===== src/rtl/ldm_pkg.sv =====
package ldm_pkg;

  typedef enum logic [1:0] {
    MODEL_FLAT    = 2'd0,
    MODEL_CLUSTER = 2'd1,
    MODEL_BAD     = 2'd2
  } model_e;

  typedef enum logic [1:0] {
    DEC_NONE   = 2'd0,
    DEC_ACCEPT = 2'd1,
    DEC_IGNORE = 2'd2,
    DEC_ERROR  = 2'd3
  } dec_e;

endpackage


===== src/rtl/ldm_regs.sv =====
module ldm_regs
  import ldm_pkg::*;
#(
  parameter int REG_W  = 32,
  parameter int ID_W   = 8,
  parameter int MODE_W = 4
) (
  input  logic             clk,
  input  logic             rst_n,
  input  logic             wr_en,
  input  logic             addr,
  input  logic [REG_W-1:0] wdata,
  output logic [REG_W-1:0] rdata,
  output logic [ID_W-1:0]  id_q,
  output model_e           model,
  output logic             fmt_wr
);

  localparam int ID_LO   = REG_W - ID_W;
  localparam int MODE_LO = REG_W - MODE_W;

  logic [MODE_W-1:0] mode_q;

  // Only the meaningful fields are stored; the rest read as constants
  always_ff @(posedge clk or negedge rst_n) begin
    if (!rst_n) begin
      id_q   <= '0;
      mode_q <= '1;
    end else if (wr_en) begin
      if (!addr) id_q   <= wdata[REG_W-1:ID_LO];
      else       mode_q <= wdata[REG_W-1:MODE_LO];
    end
  end

  assign fmt_wr = wr_en && addr;

  always_comb begin
    if (!addr) rdata = {id_q, {ID_LO{1'b0}}};
    else       rdata = {mode_q, {MODE_LO{1'b1}}};
  end

  always_comb begin
    if (&mode_q)       model = MODEL_FLAT;
    else if (~|mode_q) model = MODEL_CLUSTER;
    else               model = MODEL_BAD;
  end

endmodule


===== src/rtl/ldm_decode.sv =====
module ldm_decode
  import ldm_pkg::*;
#(
  parameter int ID_W = 8
) (
  input  model_e          model,
  input  logic [ID_W-1:0] id,
  input  logic [ID_W-1:0] mda,
  input  logic            lowpri,
  output dec_e            dec,
  output logic            bcast,
  output logic            cl_match,
  output logic            mem_hit,
  output logic            flat_hit
);

  localparam int HALF = ID_W / 2;

  function automatic logic any_common(input logic [ID_W-1:0] a, input logic [ID_W-1:0] b);
    return |(a & b);
  endfunction

  function automatic logic cluster_sel(input logic [HALF-1:0] want, input logic [HALF-1:0] mine);
    return (&want) || (want == mine);
  endfunction

  assign bcast    = &mda;
  assign flat_hit = any_common(mda, id);
  assign cl_match = cluster_sel(mda[ID_W-1:HALF], id[ID_W-1:HALF]);
  assign mem_hit  = |(mda[HALF-1:0] & id[HALF-1:0]);

  always_comb begin
    dec = DEC_IGNORE;
    unique case (model)
      MODEL_FLAT: begin
        if (bcast || flat_hit) dec = DEC_ACCEPT;
      end
      MODEL_CLUSTER: begin
        if (bcast)                     dec = lowpri ? DEC_ERROR : DEC_ACCEPT;
        else if (cl_match && mem_hit)  dec = DEC_ACCEPT;
      end
      default: dec = DEC_IGNORE;
    endcase
  end

endmodule


===== src/rtl/ldest_match.sv =====
module ldest_match
  import ldm_pkg::*;
#(
  parameter int REG_W  = 32,
  parameter int ID_W   = 8,
  parameter int MODE_W = 4
) (
  input  logic             clk,
  input  logic             rst_n,
  input  logic             reg_wr_en,
  input  logic             reg_addr,
  input  logic [REG_W-1:0] reg_wdata,
  output logic [REG_W-1:0] reg_rdata,
  input  logic             msg_valid,
  input  logic [ID_W-1:0]  msg_mda,
  input  logic             msg_lowpri,
  output logic             accept,
  output logic             ignore,
  output logic             error,
  output logic             cfg_err
);

  logic [ID_W-1:0] id_q;
  model_e          model;
  logic            fmt_wr;
  dec_e            dec;
  logic            bcast, cl_match, mem_hit, flat_hit;
  logic            bad_msg;

  ldm_regs #(.REG_W(REG_W), .ID_W(ID_W), .MODE_W(MODE_W)) u_regs (
    .clk(clk), .rst_n(rst_n), .wr_en(reg_wr_en), .addr(reg_addr),
    .wdata(reg_wdata), .rdata(reg_rdata), .id_q(id_q), .model(model),
    .fmt_wr(fmt_wr)
  );

  // Decision uses the pre-write register values
  ldm_decode #(.ID_W(ID_W)) u_dec (
    .model(model), .id(id_q), .mda(msg_mda), .lowpri(msg_lowpri),
    .dec(dec), .bcast(bcast), .cl_match(cl_match), .mem_hit(mem_hit),
    .flat_hit(flat_hit)
  );

  assign bad_msg = msg_valid && (model == MODEL_BAD);

  always_ff @(posedge clk or negedge rst_n) begin
    if (!rst_n) begin
      accept <= 1'b0;
      ignore <= 1'b0;
      error  <= 1'b0;
    end else begin
      accept <= msg_valid && (dec == DEC_ACCEPT);
      ignore <= msg_valid && (dec == DEC_IGNORE);
      error  <= msg_valid && (dec == DEC_ERROR);
    end
  end

  // Sticky flag: a new fault wins over a clearing write
  always_ff @(posedge clk or negedge rst_n) begin
    if (!rst_n)       cfg_err <= 1'b0;
    else if (bad_msg) cfg_err <= 1'b1;
    else if (fmt_wr)  cfg_err <= 1'b0;
  end

  AST_ONE_HOT_OUT: assert property (@(posedge clk) disable iff (!rst_n)
    $onehot0({accept, ignore, error}));
  AST_MSG_GETS_ONE: assert property (@(posedge clk) disable iff (!rst_n)
    msg_valid |=> $countones({accept, ignore, error}) == 1);
  AST_IDLE_QUIET: assert property (@(posedge clk) disable iff (!rst_n)
    !msg_valid |=> !accept && !ignore && !error);
  AST_FLAT_BCAST: assert property (@(posedge clk) disable iff (!rst_n)
    msg_valid && model == MODEL_FLAT && bcast |=> accept);
  AST_CL_MISS: assert property (@(posedge clk) disable iff (!rst_n)
    msg_valid && model == MODEL_CLUSTER && !cl_match |=> !accept);
  AST_LP_BCAST_ERR: assert property (@(posedge clk) disable iff (!rst_n)
    msg_valid && model == MODEL_CLUSTER && bcast && msg_lowpri |=> error && !accept);
  AST_BAD_MODE: assert property (@(posedge clk) disable iff (!rst_n)
    msg_valid && model == MODEL_BAD |=> ignore && cfg_err);

endmodule


===== config.mk =====
export PLATFORM = sky130hd
export DESIGN_NAME = ldest_match
export DESIGN_NICKNAME = d
export VERILOG_FILES = /design/src/rtl/ldm_pkg.sv /design/src/rtl/ldm_regs.sv /design/src/rtl/ldm_decode.sv /design/src/rtl/ldest_match.sv
export SDC_FILE = /design/constraint.sdc
export NUM_CORES = 1
export LEC_CHECK = 0
export ABC_AREA = 1
export BUFFER_PORTS_ARGS = -buffer_cell sky130_fd_sc_hd__buf_2
export CAP_MARGIN = 20
export CORE_MARGIN = 2
export CORE_UTILIZATION = 41
export DETAILED_ROUTE_END_ITERATION = 8
export PLACE_DENSITY = 0.8
export RECOVER_POWER = 50
export SKIP_CTS_REPAIR_TIMING = 1
export SLEW_MARGIN = 10
export SYNTH_ARGS = -nofsm -noshare
export SYNTH_HDL_FRONTEND = slang
export SYNTH_HIERARCHICAL = 1
export SYNTH_SLANG_ARGS = --single-unit

===== constraint.sdc =====
create_clock -name clk -period 1.7 [get_ports clk]
set_input_delay 0.17 -clock clk [delete_from_list [all_inputs] [get_ports clk]]
set_output_delay 0.17 -clock clk [all_outputs]
set_load 0.1 [all_outputs]

==> metrics.yaml, run 1 <==
critical_path:
  critPathMaxFanout: 4
  cp.required_ns: 1.53
  cp-startpoint: "u_regs/mode_q[1]"
  r2r.worst_path.cells: 12
  reg2reg_to: "error"
  r2r_slack_ns: 0.21
  cp-endpoint: "reg_rdata[29]"
  crit_type: "reg2out"
  rr_startpoint: "u_regs/mode_q[3]"
  crit_path_end_kind: "output port"
  arrival_ns: 1.43
  start_kind: "flop"
worst_hold_path:
  min_from: "reg_wdata[30]"
  hold_class: "in2reg"
grt:
  grt_pass1_vias: 839
  antenna_found_initial: 0
  grt_max_degree: 35
  grt_pass1_wl_um: 3630
  globalRoute.totalOverflow: 0
  grt_use_total_pct: 14.0
floorplanning:
  die_h_um: 57.4
  row_count: 19
  floorplan.initialDensity_pct: 42.8
  die_area_um2: 3300
  die_x_um: 57.4
  ioPinCount: 82
  core_area_um2: 2730
flow_run:
  drv_cap: 0
power:
  pwr-share-seq_pct: 32.4
  peakVddDrop_mv: 0.660
  power_density_nw_per_um2: 1110
  p_comb_share_pct: 50.6
  p_leak_nw: 0.795
  power_switching_mw: 0.766
  internal_power_mw: 0.690
  power_frac_clock_pct: 17.0
  switching_share_pct: 52.6
sta:
  setup_viol: 0
  drv_slew: 0
  fin_crit_sh_pct: 94.0
  fin_tns_setup_ns: 0
  fmax_mhz: 626
  worst_pin_slew_ns: 0.849
  hold_viol_final: 0
  fin_skew_ns: 0.00262
  period_needed_ns: 1.60
  max-slew-margin-rel_pct: 43.4
  setup_slack_ns: 0.103
  rsz0062_at_grt: "false"
place:
  pre_cts_ws_ns: 0.240
  globalplace.congestion: 0.812
  port_buffers: 57
  dp_hpwl_um: 1770
clock_tree:
  clockBufferDepth: 2
  cts_tree: "built"
  clkTransAtPathRegs_ns: 0.09
  cts_sinks: 16
  insertion_delay_ns: 0.28
  h-tree-depth: 1
  clockRootBuffer: "clkbuf_4"
  cts_buffers: 3
routing:
  drt_pass1_iterations: 4
  post_drt_wl_per_cell_um: 9.95
  ant_nets: 0
  route.detailed.drc: 0
  avgViaCountPerCell: 4.37
  vias: 978
  wl_um: 2230
  drt-initial-drc-count: 27
layout:
  seq_area_um2: 405
  multi_input_area_um2: 472
  drive_above_1_share_pct: 40.4
  n_fill_cell: 281
  nets: 244
  fin_util_pct: 48.1
  syn_to_final_growth_pct: 12.5
  antennaDiodeCount: 0
logic_synthesis:
  synth_cells: 157
  yosysWarnings: 6
  synthesis.area_um2: 1170
  synth.avg_cell_area_um2: 7.45
  synth_fp_nets: 207
run_status:
  outcome: "finished clean"
critical path, cell delays in order, from the launching register on:
cell and delay (ns):
dfstp_2 0.58, nand2_1 0.06, nand2_1 0.09, buf_2 0.42
placed cells by master, fill, tap and decap left out, drive strengths merged:
cell type,count
nand2,59
buf,51
inv,18
nor2,13
dfrtp,12
clkbuf,10
nand3,8
o21ai,8
ha,4
or2,4
dfstp,4
dlygate4sd3,1
a21oi,1
power by group through the flow:
| stage | Sequential (mW) | Combinational, mW | Clock [mW] |
|---|---|---|---|
| after floorplan | 0.551 | 0.593 | 0 |
| after global placement | 0.478 | 0.741 | 0 |
| after detailed placement | 0.481 | 0.748 | 0 |
| after CTS | 0.474 | 0.749 | 0.258 |
| after global routing | 0.480 | 0.779 | 0.274 |
| final | 0.472 | 0.736 | 0.247 |
worst min-delay path by stage:
stage | depth (start not counted) | slack (ns) | to
global placement | 1 | 0.1 | error
detailed placement | 1 | 0.10 | accept
CTS | 1 | -0.21 | error
finish | 3 | 0.12 | u_regs/mode_q[2]
floorplan | 0 | -0.13 | accept
global route | 3 | 0.11 | u_regs/id_q[2]
through the flow:
| stage | total power, mW | std cells | hold slack, ns | instance area (um^2) |
|---|---|---|---|---|
| after floorplan | 1.14 | 157 | -0.126 | 1170 |
| after global placement | 1.22 | 219 | 0.0967 | 1290 |
| after detailed placement | 1.23 | 219 | 0.103 | 1290 |
| after CTS | 1.48 | 223 | -0.208 | 1330 |
| after global routing | 1.53 | 224 | 0.108 | 1320 |
| final | 1.46 | 224 | 0.115 | 1320 |
sequential cells by signal, indices dropped and copies added (netlist names):
name           count
ignore             1
accept             1
u_regs/mode_q      4
u_regs/id_q        8
cfg_err            1
error              1
area by class of cell:
cell class / instances / area share, %
Sequential cell: 16 / 30.8
Multi-Input combinational cell: 97 / 35.8
Inverter: 18 / 5.32
Clock buffer: 4 / 2.76
Tap cell: 31 / 2.95
Timing Repair Buffer: 58 / 22.3
routing by layer:
layer	part of all wire (%)	global-route usage [%]
met1	45	19.0
met2	49	23.4
met3	5.1	2.04
met4	0.99	3.99
met5	0	0
No activity file was read; power rests on OpenSTA's default activity.
==> inputs of run 2 (changes only) <==
- ABC_AREA: 1 -> default
- CORE_UTILIZATION: 41 -> 40
- PLACE_DENSITY: 0.8 -> 0.79
==> metrics.yaml, run 2 <==
layout:
  syn_to_final_growth_pct: 18.6  # was 12.5%
  drive_above_1_share_pct: 64.3  # was 40.4%
  multi_input_area_um2: 473  # was 472 um^2
  stdcell_area_um2: 1310  # was 1320 um^2
  seq_area_um2: 405  # unchanged
  n_fill_cell: 256  # was 281
  final_cells: 171  # was 224
  largest_reg_flops: 8  # unchanged
  largest-register: "u_regs/id_q"  # unchanged
  nets: 192  # was 244
  antennaDiodeCount: 0  # unchanged
  final_common_cell: "buf_2"  # was nand2_1
  reg_top3: "u_regs/id_q x8, u_regs/mode_q x4"  # unchanged
  most-common-layout-cells: "buf_2 (50), dfrtp_1 (12), buf_4 (9)"  # was nand2_1 (54), buf_2 (51), inv_1 (16)
floorplanning:
  core_area_um2: 2690  # was 2730 um^2
  die_area_um2: 3200  # was 3300 um^2
  floorplan.initialDensity_pct: 41.2  # was 42.8%
  die_h_um: 56.6  # was 57.4 um
  row_count: 19  # unchanged
  die_x_um: 56.6  # was 57.4 um
  ioPinCount: 82  # unchanged
routing:
  avgViaCountPerCell: 4.90  # was 4.37
  route.detailed.drc: 0  # unchanged
  vias: 838  # was 978
  wl_um: 2230  # about the same
  drt-initial-drc-count: 23  # was 27
  ant_nets: 0  # unchanged
  drt_pass1_iterations: 4  # unchanged
  post_drt_wl_per_cell_um: 13.1  # was 9.95 um
power:
  peakVddDrop_mv: 0.814  # was 0.660 mV
  power_density_nw_per_um2: 1140  # was 1110 nW/um^2
  p_leak_nw: 0.656  # was 0.795 nW
sta:
  period_needed_ns: 2.20  # was 1.60 ns
  hold_viol_final: 0  # unchanged
  rsz0062_at_grt: "true"  # was false
  drv_slew: 0  # unchanged
  setup_slack_ns: -0.500  # was 0.103 ns
  fin_crit_sh_pct: 129  # was 94.0%
  max-slew-margin-rel_pct: 29.8  # was 43.4%
  fmax_mhz: 454  # was 626 MHz
  worst_pin_slew_ns: 1.05  # was 0.849 ns
  setup_viol: 11  # was 0
  fin_skew_ns: 0.00402  # was 0.00262 ns
clock_tree:
  clockBufferDepth: 2  # unchanged
  h-tree-depth: 1  # unchanged
  clockRootBuffer: "clkbuf_4"  # unchanged
  insertion_delay_ns: 0.28  # about the same
  clkTransAtPathRegs_ns: 0.09  # about the same
  cts_buffers: 3  # unchanged
  cts_tree: "built"  # unchanged
  cts_sinks: 16  # unchanged
place:
  globalplace.congestion: 0.786  # was 0.812
  place_area_um2: 1280  # was 1290 um^2
  dp_hpwl_um: 1840  # was 1770 um
  dp.cells: 165  # was 219
  port_buffers: 57  # unchanged
critical_path:
  critPathMaxFanout: 3  # was 4
  start_kind: "flop"  # unchanged
  path_delay_family: "compound AO/OA/AOI/OAI gates"  # was flip-flops
  crit_path_end_kind: "flop"  # was output port
  critPathBufInv: 0  # was 1
  cp.required_ns: 1.88  # was 1.53 ns
  critical_path.slowest_cell: "or4_4"  # was dfstp_2
  crit_type: "reg2reg"  # was reg2out
  critPathMaxStageDelay_ns: 0.52  # was 0.58 ns
  path_cells: "ha_1 -> or4_4 -> a21o_1 -> a2111oi_4 -> o221ai_2 -> and3b_1"  # was nand2_1 -> nand2_1 -> buf_2
  arrival_ns: 2.38  # was 1.43 ns
run_status:
  outcome: "complete, but fails checks"  # was finished clean
  violations: "negative setup slack"
grt:
  grt_pass1_wl_um: 3620  # was 3630 um
  globalRoute.totalOverflow: 0  # unchanged
  grt_pass1_vias: 813  # was 839
  grt_use_total_pct: 14.9  # was 14.0%
  grt_max_degree: 35  # unchanged
  antenna_found_initial: 0  # unchanged
logic_synthesis:
  synth_cells: 96  # was 157
  synthesis.area_um2: 1110  # was 1170 um^2
  yosysWarnings: 6  # unchanged
  synth_fp_nets: 146  # was 207
  synth.avg_cell_area_um2: 11.5  # was 7.45 um^2
worst_hold_path:
  hold_class: "in2reg"  # unchanged
flow_run:
  drv_cap: 0  # unchanged
[run 2: changes by cell type in the layout (fill, tap and decap cells not counted), sizes merged, moves of 6 or more]
cell   delta
buf       +8
mux2     +16
o21ai     -6
nand3     -7
inv      -15
nand2    -57
nor2     -10
[run 2: cell type report]
cell class	count	area share (%)
Clock buffer	3	1.72
Inverter	3	0.859
Multi-Input combinational cell	51	36.1
Sequential cell	16	30.9
Tap cell	31	2.96
Timing Repair Buffer	67	27.5
[run 2: metal layers]
metal  part of all wire [%]  up-vias  track usage [%]
li1                       -      402                -
met1                     40      383             16.1
met2                     50       51             27.9
met3                    9.8        2             3.46
met4                   0.63        0             5.10
met5                      0        -                0
[run 2: report_power, final]
group / total, mW / switching (mW) / internal [mW] / leakage (nW)
registers: 0.480 / 0.0364 / 0.443 / 0.186
logic: 0.815 / 0.625 / 0.190 / 0.456
clock network: 0.196 / 0.114 / 0.0822 / 0.0138
[run 2: stage by stage]
stage | hold WS [ns] | total power [mW] | util [%] | setup WS (ns) | setup TNS, ns
5_1_grt | 0.102 | 1.57 | 48.8 | -0.602 | -6.38
3_5_place_dp | 0.105 | 1.31 | 47.6 | -0.486 | -1.35
2_1_floorplan | -0.126 | 1.19 | - | -0.384 | -1.03
4_1_cts | -0.219 | 1.52 | 48.5 | -0.493 | -1.38
6_report | 0.108 | 1.49 | 48.8 | -0.500 | -2.12
3_3_place_gp | 0.0968 | 1.29 | 47.6 | -0.417 | -1.14
[run 2: final timing paths]
path,to,cells after the start,start,slack [ns]
max,ignore,6,u_regs/id_q[5],-0.50
min,u_regs/id_q[3],2,reg_wdata[27],0.11
max reg2reg,ignore,6,u_regs/id_q[5],-0.50
min reg2reg,u_regs/id_q[0],1,u_regs/id_q[0],0.52
max in group asynchronous,u_regs/id_q[3],2,rst_n,0.67
min in group asynchronous,u_regs/id_q[5],2,rst_n,0.50
